<file path="config.mk">
export PLATFORM = sky130hd
export DESIGN_NAME = lcd_triplex_drive
export DESIGN_NICKNAME = d
export VERILOG_FILES = /design/src/rtl/lcd_triplex_pkg.sv /design/src/rtl/lcd_reset_sync.sv /design/src/rtl/lcd_phase_timer.sv /design/src/rtl/lcd_bp_driver.sv /design/src/rtl/lcd_seg_line.sv /design/src/rtl/lcd_triplex_drive.sv
export SDC_FILE = /design/constraint.sdc
export NUM_CORES = 1
export LEC_CHECK = 0
export CORE_UTILIZATION = 35
export DETAILED_ROUTE_END_ITERATION = 10
export DONT_BUFFER_PORTS = 1
export PLACE_DENSITY = 0.55
export REMOVE_ABC_BUFFERS = 1
export SLEW_MARGIN = 20
export SYNTH_ARGS = -nofsm -noshare
export SYNTH_HDL_FRONTEND = slang
export SYNTH_HIERARCHICAL = 1
export SYNTH_SLANG_ARGS = --single-unit
</file>
<file path="constraint.sdc">
create_clock -name clk -period 2.1 [get_ports clk]
set_input_delay 0.42 -clock clk [delete_from_list [all_inputs] [get_ports clk]]
set_output_delay 0.42 -clock clk [all_outputs]
set_load 0.01 [all_outputs]
</file>
<file path="src/rtl/lcd_triplex_pkg.sv">
package lcd_triplex_pkg;

  // Level codes sent to the analog stage, from most positive to least.
  typedef enum logic [1:0] {
    LVL_TOP    = 2'b00,
    LVL_UPPER  = 2'b01,
    LVL_LOWER  = 2'b10,
    LVL_BOTTOM = 2'b11
  } drive_lvl_t;

  localparam int unsigned BP_COUNT        = 3;
  localparam int unsigned LINES_PER_DIGIT = 3;
  localparam int unsigned CELLS_PER_DIGIT = BP_COUNT * LINES_PER_DIGIT;
  localparam int unsigned LVL_W           = 2;

endpackage

</file>
<file path="src/rtl/lcd_reset_sync.sv">
module lcd_reset_sync #(
  parameter int unsigned STAGES = 2
) (
  input  logic clk,
  input  logic rst_n,
  output logic rst_sync_n
);

  logic [STAGES-1:0] sync_q;

  // Assertion of reset is immediate; release is delayed by STAGES clock edges.
  always_ff @(posedge clk or negedge rst_n) begin
    if (!rst_n) sync_q <= '0;
    else        sync_q <= {sync_q[STAGES-2:0], 1'b1};
  end

  assign rst_sync_n = sync_q[STAGES-1];

endmodule

</file>
<file path="src/rtl/lcd_phase_timer.sv">
module lcd_phase_timer
  import lcd_triplex_pkg::*;
#(
  parameter int unsigned TICK_DIV = 1000
) (
  input  logic                clk,
  input  logic                rst_n,
  input  logic                shutdown,
  output logic [BP_COUNT-1:0] bp_sel,
  output logic                invert
);

  localparam int unsigned CW = (TICK_DIV > 1) ? $clog2(TICK_DIV) : 1;
  localparam logic [CW-1:0] DIV_LAST = CW'(TICK_DIV - 1);
  localparam logic [BP_COUNT-1:0] SEL_FIRST = BP_COUNT'(1);

  logic [CW-1:0]       div_q, div_d;
  logic [BP_COUNT-1:0] sel_q, sel_d;
  logic                inv_q, inv_d;
  logic                tick;

  assign tick = (div_q == DIV_LAST);

  always_comb begin
    div_d = div_q;
    sel_d = sel_q;
    inv_d = inv_q;
    if (shutdown) begin
      div_d = '0;
      sel_d = SEL_FIRST;
      inv_d = 1'b0;
    end else if (tick) begin
      div_d = '0;
      sel_d = {sel_q[BP_COUNT-2:0], sel_q[BP_COUNT-1]};
      // After the last backplane, the next frame half starts with the opposite polarity.
      if (sel_q[BP_COUNT-1]) inv_d = ~inv_q;
    end else begin
      div_d = div_q + CW'(1);
    end
  end

  always_ff @(posedge clk or negedge rst_n) begin
    if (!rst_n) begin
      div_q <= '0;
      sel_q <= SEL_FIRST;
      inv_q <= 1'b0;
    end else begin
      div_q <= div_d;
      sel_q <= sel_d;
      inv_q <= inv_d;
    end
  end

  assign bp_sel = sel_q;
  assign invert = inv_q;

endmodule

</file>
<file path="src/rtl/lcd_bp_driver.sv">
module lcd_bp_driver
  import lcd_triplex_pkg::*;
(
  input  logic                      shutdown,
  input  logic [BP_COUNT-1:0]       bp_sel,
  input  logic                      invert,
  output logic [BP_COUNT*LVL_W-1:0] bp_lvl
);

  for (genvar b = 0; b < BP_COUNT; b++) begin : g_bp
    drive_lvl_t lvl;
    always_comb begin
      if (shutdown)       lvl = LVL_TOP;
      else if (bp_sel[b]) lvl = invert ? LVL_BOTTOM : LVL_TOP;
      else                lvl = invert ? LVL_UPPER  : LVL_LOWER;
    end
    assign bp_lvl[b*LVL_W +: LVL_W] = lvl;
  end

endmodule

</file>
<file path="src/rtl/lcd_seg_line.sv">
module lcd_seg_line
  import lcd_triplex_pkg::*;
(
  input  logic                shutdown,
  input  logic [BP_COUNT-1:0] bp_sel,
  input  logic                invert,
  input  logic [BP_COUNT-1:0] cells,
  output logic [LVL_W-1:0]    lvl
);

  logic       cell_on;
  drive_lvl_t lvl_e;

  // Pick the cell that this line forms with the currently active backplane.
  assign cell_on = |(cells & bp_sel);

  always_comb begin
    if (shutdown)    lvl_e = LVL_TOP;
    else if (invert) lvl_e = cell_on ? LVL_TOP    : LVL_LOWER;
    else             lvl_e = cell_on ? LVL_BOTTOM : LVL_UPPER;
  end

  assign lvl = lvl_e;

endmodule

</file>
<file path="src/rtl/lcd_triplex_drive.sv">
module lcd_triplex_drive
  import lcd_triplex_pkg::*;
#(
  parameter int unsigned NUM_DIGITS = 8,
  parameter int unsigned TICK_DIV   = 1000
) (
  input  logic                                 clk,
  input  logic                                 rst_n,
  input  logic                                 shutdown,
  input  logic [NUM_DIGITS*CELLS_PER_DIGIT-1:0] seg_state,
  output logic [BP_COUNT*LVL_W-1:0]            bp_lvl,
  output logic [NUM_DIGITS*LINES_PER_DIGIT*LVL_W-1:0] seg_lvl
);

  localparam int unsigned NUM_LINES = NUM_DIGITS * LINES_PER_DIGIT;

  logic                rst_sync_n;
  logic [BP_COUNT-1:0] bp_sel;
  logic                invert;

  lcd_reset_sync #(.STAGES(2)) u_rst (
    .clk        (clk),
    .rst_n      (rst_n),
    .rst_sync_n (rst_sync_n)
  );

  lcd_phase_timer #(.TICK_DIV(TICK_DIV)) u_timer (
    .clk      (clk),
    .rst_n    (rst_sync_n),
    .shutdown (shutdown),
    .bp_sel   (bp_sel),
    .invert   (invert)
  );

  lcd_bp_driver u_bp (
    .shutdown (shutdown),
    .bp_sel   (bp_sel),
    .invert   (invert),
    .bp_lvl   (bp_lvl)
  );

  for (genvar l = 0; l < NUM_LINES; l++) begin : g_line
    lcd_seg_line u_line (
      .shutdown (shutdown),
      .bp_sel   (bp_sel),
      .invert   (invert),
      .cells    (seg_state[l*BP_COUNT +: BP_COUNT]),
      .lvl      (seg_lvl[l*LVL_W +: LVL_W])
    );
  end

endmodule

</file>
## Yosys cells after proc, flatten, opt, wreduce, memory -nomap -nowiden

Index checks and enable logic that the tools add are counted.
W data, S select, Z words.

- Flip-flop bits (word level): 16
- Output and inout port bits: 54

- Add/sub/neg operators: 1
- Equality and inequality tests: 1
- Multiplexer cells: 111
- Bitwise gates (word level): 25
- Reduce and logical (&&, ||, !) cells: 27

Operator list:

| operator | number |
|---|---|
| $mux W2 | 104 |
| $and A3 B3 Y3 | 24 |
| $reduce_or A3 Y1 | 24 |
| $mux W10 | 2 |
| $add A10 B1 Y10 const B | 1 |
| $eq A10 B10 Y1 const B | 1 |
| $mux W3 | 2 |
| $reduce_bool A2 Y1 | 2 |
| $mux W1 | 3 |
| $reduce_and A2 Y1 | 1 |
| $not A1 Y1 | 1 |

## Logic depth before layout (Yosys ltp)

Gate-level depths: netlist of run 1.

- Word-level depth: 5
- Mapped depth: 5
- Mapped depth without buffers: 5

## By module

Netlist of run 1, hierarchy kept.

Modules (own cells, without submodules):

| module | times used | cells each | area an instance (µm²) | seq. area each (µm²) |
|---|---|---|---|---|
| lcd_seg_line | 24 | 4 | 31.3 | 0.0 |
| lcd_phase_timer | 1 | 62 | 655.6 | 351.6 |
| lcd_bp_driver | 1 | 9 | 58.8 | 0.0 |
| lcd_reset_sync | 1 | 3 | 53.8 | 50.0 |

## Worst setup path after synthesis of run 1

No wires, ideal clock.

- Path type: reg2out
- Start point: register u_timer.inv_q (netlist: u_timer/invert)
- End point: output port seg_lvl[11]
- Arrival time: 1589 ps
- Data required time: 1680 ps
- Path slack: 91 ps
- Cell stages (with the launch flop): 3
- Path buffers: 0
- Path through: dfrtp_1 nor2_1 mux2_1

- Longest elaborated chain between the ends: 2

RTL lines:

| element | RTL line | text |
|---|---|---|
| start, declared | lcd_phase_timer.sv:19 | `logic inv_q, inv_d;` |
| start signal, assigned | lcd_phase_timer.sv:50 | `inv_q <= inv_d;` |
| $mux W2 | lcd_seg_line.sv:19 | `else if (invert) lvl_e = cell_on ? LVL_TOP : LVL_LOWER;` |
| $mux W2 | lcd_seg_line.sv:18 | `if (shutdown) lvl_e = LVL_TOP;` |
| end, declared | lcd_triplex_drive.sv:12 | `output logic [NUM_DIGITS*LINES_PER_DIGIT*LVL_W-1:0] seg_lvl` |

No other way between the ends.

## Worst setup path after layout of run 1

- Start point: register u_timer.sel_q[2] (netlist: u_timer/bp_sel[2])
- End point: output port seg_lvl[5]

- Longest elaborated chain between the ends: 5
- Elaborated cells on any way between the ends: 6

RTL lines:

| element | RTL line | text |
|---|---|---|
| start, declared | lcd_phase_timer.sv:18 | `logic [BP_COUNT-1:0] sel_q, sel_d;` |
| start signal, assigned | lcd_phase_timer.sv:49 | `sel_q <= sel_d;` |
| $and A3 B3 Y3 (*) | lcd_seg_line.sv:15 | `assign cell_on = \|(cells & bp_sel);` |
| $reduce_or A3 Y1 (*) | lcd_seg_line.sv:15 |  |
| $mux W2, on equally long branches | lcd_seg_line.sv:20, lcd_seg_line.sv:19 |  |
| $mux W2 (*) | lcd_seg_line.sv:19 |  |
| $mux W2 (*) | lcd_seg_line.sv:18 |  |

Every way passes the cells marked *; elsewhere a longest branch is shown, timed or not.

==> results of run 1 <==
layer usage:
| metal | vias to the layer above | part of all wire [%] | GRT usage (%) |
|---|---|---|---|
| met5 | - | 0 | 0 |
| met4 | 0 | 0.95 | 5.469 |
| met3 | 5 | 6.9 | 1.167 |
| met2 | 85 | 50 | 30.07 |
| met1 | 759 | 42 | 20.90 |
| li1 | 733 | - | - |
cells in the final DEF (no fill, tap or decap), types with 2 or more instances in the layout:
cell      synthesis  final
and4_1            2      2
nor2_1           38     38
buf_4             2     28
nor2b_1          25     25
a21oi_1           3      3
mux2i_1           2      2
xor2_1            7      7
nand3_1           4      4
xnor2_1           2      2
mux2_1           24      9
mux2_2            0     15
dfrtp_1          15     13
clkbuf_8          0      3
nand2_1           4      4
a222oi_1         24     24
buf_12            0      2
cell type report:
class | count | area, µm²
Clock buffer | 4 | 45.04
Timing Repair Buffer | 34 | 311.5
Fill cell | 401 | 2158
Tap cell | 50 | 62.56
Multi-Input combinational cell | 150 | 1095
Inverter | 1 | 3.754
Sequential cell | 16 | 410.4
timing repair:
item | in CTS | in global routing
setup endpoints to repair | 24 | 19
buffers inserted | 0 | 4
cloned | 0 | 1
gates resized for setup | 3 | 21
hold endpoints to repair | 2 | 0
hold buffers | 1 | 0
pin swaps | 0 | 4
report_power, final:
part	total [W]	leakage, nW	switching, W	internal [W]
clock	0.000235	0.0228	0.000100	0.000134
combinational	0.000152	0.664	0.0000748	0.0000775
sequential	0.000334	0.208	0.0000154	0.000318
cell families (layout without fill, tap and decap cells):
logic type	after synthesis	after routing	share of synthesized area, %
adders and majority gates	1	1	0.8236
AOI/OAI and AO/OA	30	30	18.37
other	1	1	0.2469
and+or+nand+nor	83	83	28.34
muxes	26	26	19.11
xor gates and xnor gates	9	9	5.190
buffers and inverters	4	39	1.482
DFF	16	16	26.44
worst min path at each step:
stage	start	to	slack, ps	cells past startpoint
after floorplan	rst_n	u_rst/sync_q[0]$_DFF_PN0_	120	0
after global placement	rst_n	u_rst/sync_q[1]$_DFF_PN0_	120	0
after detailed placement	rst_n	u_rst/sync_q[1]$_DFF_PN0_	120	0
after CTS	shutdown	u_timer/bp_sel[2]$_DFFE_PN0P_	230	1
after global routing	shutdown	u_timer/bp_sel[2]$_DFFE_PN0P_	230	1
final	u_rst/sync_q[1]$_DFF_PN0_	u_timer/div_q[4]$_DFF_PN0_	220	0
stage by stage:
stage	hold slack [ps]	std cells	total power, W	util (%)
final	224.6	255	0.0007207	47.18
after global routing	227.6	255	0.0007543	47.18
after floorplan	124.4	167	0.0004336	-
after CTS	227.2	250	0.0007243	45.22
after global placement	124.5	245	0.0004826	43.69
after detailed placement	124.5	245	0.0004853	43.69
registers in the layout, indices dropped and copies added (netlist names):
signal,flops
u_timer/div_q,10
u_timer/bp_sel,3
u_rst/sync_q,2
u_timer/invert,1
critical path, stage by stage, from the launching register on:
cell,delay (ps)
dfrtp_4,570
buf_8,190
a222oi_1,330
mux2_1,410
==> impl_metrics.json, run 1 <==
{
  "run_status": "complete, but fails checks",
  "violations": "setup timing",
  "dp_hpwl_mm": 3.288,
  "powerDensity_nw_per_um2": 373.8,
  "syn2layout_area_growth_pct": 26.94,
  "r2r_cells": 5,
  "r2r_end": "u_timer/div_q[3]$_DFF_PN0_",
  "synth.cell_area_um2": 1519,
  "tightest_slew_ps": 550.8,
  "yosysWarnings": 6,
  "regToRegSetupSlack_ps": 500,
  "via_per_inst": 6.204,
  "worst_slack_ps": -65.49,
  "portBuffers": 0,
  "initial_utilization_pct": 37.17,
  "grt_max_degree": 63,
  "antenna_found_initial": 0,
  "synth_edf_count": 0,
  "critical_path.endpoint": "seg_lvl[5]",
  "wl_per_cell_um": 18.59,
  "cp_data_required_time_ps": 1680,
  "grt_pass1_vias": 1322,
  "first_pass_iters": 7,
  "cts_sinks": 16,
  "grt_pass1_wl_mm": 5.920,
  "stdcell_area_um2": 1928,
  "path_clk_slew_ps": 60,
  "post-place-ws_ps": 68.86,
  "hold_violations": 0,
  "finalSetupTns_ps": -417.1,
  "critical_path_arrival_ps": 1750,
  "fin_crit_ps": 2165,
  "drc": 0,
  "clock_latency_ps": 250,
  "ys_seq_area_share_pct": 26.44,
  "synthTopCellsByCount": "38 x nor2_1, 25 x nor2b_1, 24 x a222oi_1, 24 x mux2_1, 15 x dfrtp_1",
  "yosysMostFrequentCell": "nor2_1",
  "timing.rr.start": "u_timer/div_q[0]$_DFF_PN0_",
  "grt_setup_unrepaired": "yes",
  "yosysUniqueCellTypes": 31,
  "die_area_um2": 4607,
  "synthArstFlopShare_pct": 100.0,
  "antenna_cells": 0,
  "drt_iter0_drc": 115,
  "ir_worst_vdd_uv": 233.7,
  "cp-end-kind": "output port",
  "die_h_um": 67.88,
  "fin_crit_sh_pct": 103.1,
  "path_max_fanout": 14,
  "postSynthCellCount": 170,
  "finalSetupViolations": 13,
  "synth_area_leaders": "dfrtp_1 25%, mux2_1 18%, a222oi_1 16%",
  "clock.fmax_mhz": 461.8,
  "cp-start-kind": "flip-flop",
  "finalNetCount": 282,
  "vias": 1582,
  "syn_area_per_cell_um2": 8.935,
  "worstSetupPathType": "flip-flop to output port",
  "layout-drive-gt1-share_pct": 28.29,
  "drv_cap": 0,
  "startpoint": "u_timer/bp_sel[2]$_DFFE_PN0P_",
  "core_um2": 4086,
  "finalClockSkew_ps": 2.572,
  "die_w_um": 67.88,
  "wirelength_mm": 4.741,
  "overflow": 0,
  "grtUsageTotal_pct": 16.68,
  "slew-limit-headroom_pct": 63.28,
  "clockBufferDepth": 2,
  "antenna_left": 0,
  "ios": 129,
  "yosysTopAreaCellShare_pct": 24.71,
  "gp_congestion": 0.7265,
  "min_path_type": "flip-flop to asynchronous set/reset pin",
  "cts_buffers": 3,
  "placed_area_um2": 1785,
  "clockRootBuffer": "clkbuf_8",
  "ys_seq_elements": 16,
  "cts_tree": "yes",
  "p_leak_nw": 0.8948,
  "drv_slew": 0,
  "htree_levels": 1,
  "synth_largest_area_cell": "dfrtp_1",
  "num_rows": 23,
  "synth_top_flop_cell": "dfrtp_1"
}
Note: power is estimated with default switching activity, not from simulation.
==> inputs of run 2 (changes only) <==
Settings changed: GPL_TIMING_DRIVEN set to 0.
==> run 2 against run 1 <==
Effect of this change: the run still ends with setup timing left; highest routed layer unchanged; via count shrank 7.0%; cell count shrank 11%; fmax grew 1.4%; register-to-register slack gained 30 ps; global-route usage shrank 0.44 points; clock skew shrank 1.3 ps; clock power is essentially flat; worst setup slack gained 31 ps; combinational power shrank 22%; total power shrank 4.1%.
==> impl_metrics.json, run 2 (same netlist as run 1, synthesis figures left out) <==
{
  "run_status": "complete, but fails checks",
  "violations": "setup timing",
  "min_path_type": "flip-flop to asynchronous set/reset pin",
  "num_rows": 23,
  "fin_crit_sh_pct": 101.7,
  "finalSetupViolations": 12,
  "power.total_w": 0.0006910,
  "grt_setup_unrepaired": "yes",
  "clockRootBuffer": "clkbuf_8",
  "critical_path_arrival_ps": 1710,
  "antenna_left": 0,
  "timing.rr.start": "u_timer/div_q[0]$_DFF_PN0_",
  "core_um2": 4086,
  "overflow": 0,
  "p_leak_nw": 0.7464,
  "regMostFlops": "u_timer/div_q",
  "htree_levels": 1,
  "worstSetupPathType": "flip-flop to output port",
  "fin_crit_ps": 2135,
  "hold_slack_ps": 232.5,
  "grtUsageTotal_pct": 16.25,
  "largest_reg_flops": 10,
  "cts_buffers": 3,
  "hold_violations": 0,
  "powerDensity_nw_per_um2": 407.0,
  "cp-end-kind": "output port",
  "clock_latency_ps": 250,
  "initial_utilization_pct": 37.17,
  "slew-limit-headroom_pct": 58.21,
  "die_area_um2": 4607,
  "n_fill_cell": 416,
  "die_w_um": 67.88,
  "ios": 129,
  "ir_worst_vdd_uv": 329.1,
  "antenna_cells": 0,
  "gp_congestion": 0.8589,
  "cts_tree": "yes",
  "path_max_fanout": 6,
  "r2r_cells": 5,
  "tightest_slew_ps": 625.6,
  "r2r_end": "u_timer/div_q[3]$_DFF_PN0_",
  "antenna_found_initial": 0,
  "die_h_um": 67.88,
  "final_cell_mix": "38 x nor2_1, 25 x nor2b_1, 24 x a222oi_1",
  "finalNetCount": 254,
  "seq_area_um2": 416.7,
  "grt_pass1_wl_mm": 5.492,
  "clock.fmax_mhz": 468.4,
  "vias": 1471,
  "drc": 0,
  "via_per_inst": 6.480,
  "cts_sinks": 16,
  "dp_hpwl_mm": 3.043,
  "clockBufferDepth": 2,
  "drt_iter0_drc": 151,
  "cp_data_required_time_ps": 1680,
  "cp-start-kind": "flip-flop",
  "regToRegSetupSlack_ps": 530,
  "grt_pass1_vias": 1158,
  "drv_cap": 0,
  "syn2layout_area_growth_pct": 11.78,
  "wl_per_cell_um": 20.43,
  "layout-drive-gt1-share_pct": 19.21,
  "final_common_cell": "nor2_1",
  "worst_slack_ps": -34.78,
  "first_pass_iters": 6,
  "multi_input_area_um2": 1095,
  "grt_max_degree": 63,
  "finalClockSkew_ps": 1.234,
  "wirelength_mm": 4.637,
  "drv_slew": 0,
  "path_clk_slew_ps": 60,
  "portBuffers": 0
}
## run 2: layout make-up
type | count | share of cell area [%]
multi-input cells | 150 | 64.48
flip-flops and latches | 16 | 24.54
repair buffers | 6 | 4.422
well taps | 50 | 3.685
clock buffers | 4 | 2.653
inverters | 1 | 0.2211
## run 2: worst max path at each step
stage                             startpoint           to  slack (ps)  depth (start not counted)
2_1_floorplan     u_timer/invert$_DFFE_PN0P_  seg_lvl[11]          90                          2
3_3_place_gp      u_timer/invert$_DFFE_PN0P_   seg_lvl[5]        -260                          2
3_5_place_dp   u_timer/bp_sel[1]$_DFFE_PN0P_   seg_lvl[5]          30                          2
4_1_cts        u_timer/bp_sel[1]$_DFFE_PN0P_  seg_lvl[15]         -40                          3
5_1_grt        u_timer/bp_sel[1]$_DFFE_PN0P_  seg_lvl[35]        -110                          3
6_report       u_timer/bp_sel[1]$_DFFE_PN0P_  seg_lvl[21]         -30                          3
## run 2: power breakdown
| part | internal (W) | switching, W |
|---|---|---|
| combinational | 0.0000502 | 0.0000692 |
| sequential | 0.000318 | 0.0000152 |
| clock | 0.000135 | 0.000103 |
| total | 0.000503 | 0.000188 |
## run 2: metrics by stage
stage | setup TNS [ps] | util, % | cells | setup slack (ps) | instance area [µm²]
finish | -204.2 | 41.55 | 227 | -34.78 | 1698
global route | -1678 | 41.55 | 227 | -107.5 | 1698
CTS | -220.3 | 40.69 | 225 | -35.19 | 1663
detailed placement | 0 | 38.27 | 217 | 29.68 | 1564
global placement | -5275 | 38.24 | 217 | -258.8 | 1563
floorplan | 0 | - | 167 | 90.79 | 1500
## run 2: layer usage
metal / vias to the layer above / GRT usage [%] / part of all wire (%)
met1: 700 / 19.92 / 41
met4: 0 / 4.688 / 0.84
met3: 3 / 2.000 / 7.5
met2: 90 / 29.46 / 51
met5: - / 0 / 0
li1: 678 / - / -
## run 2: what timing repair did
action,CTS,global route
buffers inserted,3,2
pin swaps,4,5
gates resized for setup,14,13
hold endpoints to repair,2,0
setup endpoints to repair,27,24
hold buffers,1,0
## run 2: worst max-delay path: stages (launching register included)
cell and delay (ps):
dfrtp_4 510, buf_4 180, a222oi_1 370, mux2_1 410
